==> src/rtl/tri_barrier_agent.sv <==
module tri_barrier_agent #(
  parameter logic [2:0] INV_MASK = 3'b101
) (
  input  logic       clk,
  input  logic       rst_n,
  input  logic       member_i,
  input  logic       arrive_i,
  input  logic [2:0] fb_i,
  output logic [2:0] ctl_o,
  output logic       done_o,
  output logic [1:0] phase_o
);

  logic [1:0] phase_q, phase_nx, phase_pv;
  logic       checked_q, pend_q;
  logic [2:0] sync1_q, sync2_q, rel;
  logic       line_hi;

  assign phase_nx = (phase_q == 2'd2) ? 2'd0 : phase_q + 2'd1;
  assign phase_pv = (phase_q == 2'd0) ? 2'd2 : phase_q - 2'd1;

  always_ff @(posedge clk) begin
    if (!rst_n) begin
      sync1_q <= '0;
      sync2_q <= '0;
    end else begin
      sync1_q <= fb_i ^ INV_MASK;
      sync2_q <= sync1_q;
    end
  end

  assign line_hi = sync2_q[phase_q];
  assign done_o  = member_i & checked_q & line_hi;

  always_comb begin
    if (!member_i) begin
      rel = 3'b111;
    end else begin
      rel = 3'b000;
      rel[phase_pv] = 1'b1;
      rel[phase_q]  = checked_q;
    end
  end

  assign ctl_o   = rel ^ INV_MASK;
  assign phase_o = phase_q;

  always_ff @(posedge clk) begin
    if (!rst_n) begin
      phase_q   <= 2'd0;
      checked_q <= 1'b0;
      pend_q    <= 1'b0;
    end else if (member_i) begin
      if (done_o) begin
        phase_q   <= phase_nx;
        checked_q <= pend_q | arrive_i;
        pend_q    <= 1'b0;
      end else if (checked_q) begin
        if (arrive_i) pend_q <= 1'b1;
      end else if (arrive_i | pend_q) begin
        checked_q <= 1'b1;
        pend_q    <= 1'b0;
      end
    end else begin
      checked_q <= 1'b0;
      pend_q    <= 1'b0;
      if (line_hi) phase_q <= phase_nx;
    end
  end

  assert_done_single_R5: assert property (@(posedge clk) disable iff (!rst_n)
    done_o |=> !done_o);

  assert_phase_step_R6: assert property (@(posedge clk) disable iff (!rst_n)
    done_o |=> (phase_q == (($past(phase_q) == 2'd2) ? 2'd0 : $past(phase_q) + 2'd1)));

  assert_phase_range_R6: assert property (@(posedge clk) disable iff (!rst_n)
    phase_q != 2'd3);

  assert_nonmember_quiet_R8: assert property (@(posedge clk) disable iff (!rst_n)
    !member_i |-> !done_o);

  assert_wait_hold_R9: assert property (@(posedge clk) disable iff (!rst_n)
    (member_i && checked_q && !done_o) |=> $stable(phase_q));

endmodule

==> config.mk <==
export PLATFORM = sky130hd
export DESIGN_NAME = tri_barrier_agent
export DESIGN_NICKNAME = d
export VERILOG_FILES = /design/src/rtl/tri_barrier_agent.sv
export SDC_FILE = /design/constraint.sdc
export NUM_CORES = 1
export LEC_CHECK = 0
export ABC_AREA = 1
export ABC_CLOCK_PERIOD_IN_PS = 1900
export CAP_MARGIN = 5
export CORE_AREA = 3 3 40 42
export CTS_CLUSTER_DIAMETER = 200
export DETAILED_ROUTE_END_ITERATION = 8
export DIE_AREA = 0 0 43 45
export GPL_ROUTABILITY_DRIVEN = 0
export GPL_TIMING_DRIVEN = 0
export MAX_ROUTING_LAYER = met4
export PLACE_DENSITY = 0.58
export SYNTH_ARGS = -nofsm -noshare
export SYNTH_HDL_FRONTEND = slang
export SYNTH_SLANG_ARGS = --single-unit
export TNS_END_PERCENT = 30
==> constraint.sdc <==
create_clock -name clk -period 1.9 [get_ports clk]
set_clock_uncertainty 0.1 [all_clocks]
set_input_delay 0.19 -clock clk [delete_from_list [all_inputs] [get_ports clk]]
set_output_delay 0.19 -clock clk [all_outputs]
set_load 0.01 [all_outputs]
==> flow_summary.json <==
{
  "fmax_mhz": 570,
  "ant_nets": 0,
  "syn_inst": 66,
  "numCtsBuffers": 3,
  "clk_latency_ns": 0.25,
  "synth_area_um2": 468,
  "crit_path_top_delay_cell": "dfxtp_2",
  "crit_family": "flip-flops",
  "ys_top_cells_by_area": "dfxtp_1, nand2_1, inv_1",
  "portBuffers": 11,
  "fin_crit_sh_pct": 92.4,
  "worst_slack_ns": 0.145,
  "power.leakage_nw": 0.313,
  "ir_drop_v": 0.000432,
  "outcome": "complete, no violations",
  "antenna_found_initial": 0,
  "overflow": 0,
  "syn2layout_area_growth_pct": 32.1,
  "n_antenna_cell": 0,
  "synth_top_cell_area_share_pct": 42.8,
  "grt_max_degree": 10,
  "cp.required_ns": 1.61,
  "critical_path_peak_fanout": 7,
  "hpwl_um": 613,
  "crit_path_start_kind": "register",
  "finalWirelength_um": 777,
  "criticalPathCategory": "register to output pin",
  "hold_class": "input pin to register",
  "power.total_uw": 573,
  "yosysSeqAreaShare_pct": 42.8,
  "grt_pass1_wl_um": 1430,
  "clockBufferDepth": 2,
  "htree_levels": 1,
  "ys_seq_elements": 10,
  "syn-num-nets": 76,
  "synth.avg_cell_area_um2": 7.09,
  "fp.dieArea_mm2": 0.00194,
  "pin_count": 13,
  "max-slew-margin-rel_pct": 76.5,
  "setup_viol": 0,
  "die_y_um": 45,
  "row_count": 13,
  "post-route-min-period_ns": 1.75,
  "core_mm2": 0.00128,
  "routedWlPerCell_um": 8.18,
  "report.final.slew_viol_count": 0,
  "arrival_ns": 1.46,
  "nets": 92,
  "critical-path-max-stage-delay_ns": 0.38,
  "dieWidth_um": 43,
  "cp-end-kind": "output pin",
  "drive_gt1_share_pct": 11.3,
  "num_vias": 414,
  "worst_pin_slew_ns": 0.353,
  "whs_ns": 0.185,
  "cp_num_buf_inv": 2,
  "start_util_pct": 36.4,
  "grt_pass1_vias": 352,
  "yosys.area.top_type": "dfxtp_1",
  "drc": 0,
  "drv_cap": 0,
  "finalHoldViolations": 0,
  "track_usage_pct": 9.99,
  "dr.pass1.iters": 4,
  "routed_via_density": 4.36,
  "drt_first_iter_violations": 7,
  "cts_tree": "yes",
  "yosys_warnings": 0,
  "placement.cell_area_um2": 597,
  "cts_root_buffer": "clkbuf_4",
  "clk_pin_slew_ns": 0.06,
  "rsz0062_at_grt": "false",
  "final_cell_area_um2": 618,
  "p_per_area_mw_per_mm2": 927,
  "crit_path_cell_trace": "inv_1 > ha_1 > nor2_1 > a211oi_1 > clkdlybuf4s15_1",
  "synth.distinct_cells": 17,
  "pre_cts_slack_ns": -0.0102,
  "hold_buffers": 0,
  "cts_sinks": 10
}
where the power goes:
group,total (mW),leakage (nW),internal (mW),switching [mW]
clock network,0.131,0.0138,0.0724,0.0586
logic,0.193,0.216,0.0873,0.106
registers,0.249,0.0832,0.230,0.0191
total,0.573,0.313,0.389,0.183
Yosys cell counts:
master and n:
a211oi_1 1, a21oi_1 1, clkbuf_1 1, dfxtp_1 10, ha_1 3, inv_1 13
inv_2 1, nand2_1 14, nand2_2 1, nand3_1 4, nand3_2 1, nand4_1 1
nor2_1 10, nor2_2 1, nor3_1 1, o211ai_1 1, o21ai_0 2
routing by layer:
| layer | global-route usage (%) | wire (µm) |
|---|---|---|
| met3 | 2.39 | 57 |
| met4 | 5.42 | 0 |
| met2 | 13.8 | 339 |
| met5 | - | 0 |
| met1 | 13.4 | 380 |
placed cells by master, fill, tap and decap left out, drive strengths merged:
| cell type | count |
|---|---|
| nand2 | 15 |
| clkdlybuf4s15 | 1 |
| clkbuf | 4 |
| ha | 3 |
| nand4 | 1 |
| o211ai | 1 |
| nor2 | 11 |
| clkdlybuf4s50 | 7 |
| a21oi | 1 |
| nor3 | 1 |
| o21ai | 2 |
| inv | 14 |
| dfxtp | 10 |
| nand3 | 5 |
| a211oi | 1 |
| dlygate4sd2 | 3 |
layout make-up:
cell class	count	area, µm²
timing repair buffer	11	106
tap	15	18.8
inverter	14	52.6
sequential	10	203
buffer	1	3.75
clock buffer	3	22.5
multi-input combinational	41	211
fill	143	667
worst register-to-register path, cell delays in order, from the launching register on:
cell and delay, ns:
dfxtp_2 0.38, inv_1 0.09, ha_1 0.20, inv_1 0.09, nand3_1 0.08, nand2_1 0.06, nor2_1 0.04
worst paths after layout:
path / start / to / cells past startpoint / slack, ns
worst max-delay path: phase_o[1]$_SDFFE_PN0P_ / ctl_o[2] / 5 / 0.15
worst min-delay path: rst_n / sync2_q[1]$_SDFF_PN0_ / 3 / 0.18
worst max register to register: phase_o[1]$_SDFFE_PN0P_ / phase_o[1]$_SDFFE_PN0P_ / 6 / 0.75
worst min register to register: sync1_q[2]$_SDFF_PN0_ / sync2_q[2]$_SDFF_PN0_ / 2 / 0.31
flip-flops by register name, indices dropped and copies added (netlist names):
signal / flops
pend_q: 1
sync2_q: 3
checked_q: 1
sync1_q: 3
phase_o: 2
cell families (layout without fill, tap and decap cells):
family | Yosys count | in the layout | share of synthesized area, %
buf+inv | 15 | 29 | 12.0
simple gates | 33 | 33 | 30.8
fa+ha+maj | 3 | 3 | 8.02
compound gates | 5 | 5 | 6.42
flops | 10 | 10 | 42.8
metrics by stage:
step	util, %	instances	TNS, ns
2_1_floorplan	-	66	0
3_3_place_gp	46.4	92	0
3_5_place_dp	46.4	92	-0.0102
4_1_cts	48.0	95	0
5_1_grt	48.1	95	0
6_report	48.1	95	0
timing repair:
action	CTS	global route
gates resized for setup	6	1
setup buffers	0	0
setup endpoints to repair	4	1
No activity file was read; power rests on OpenSTA's default activity.
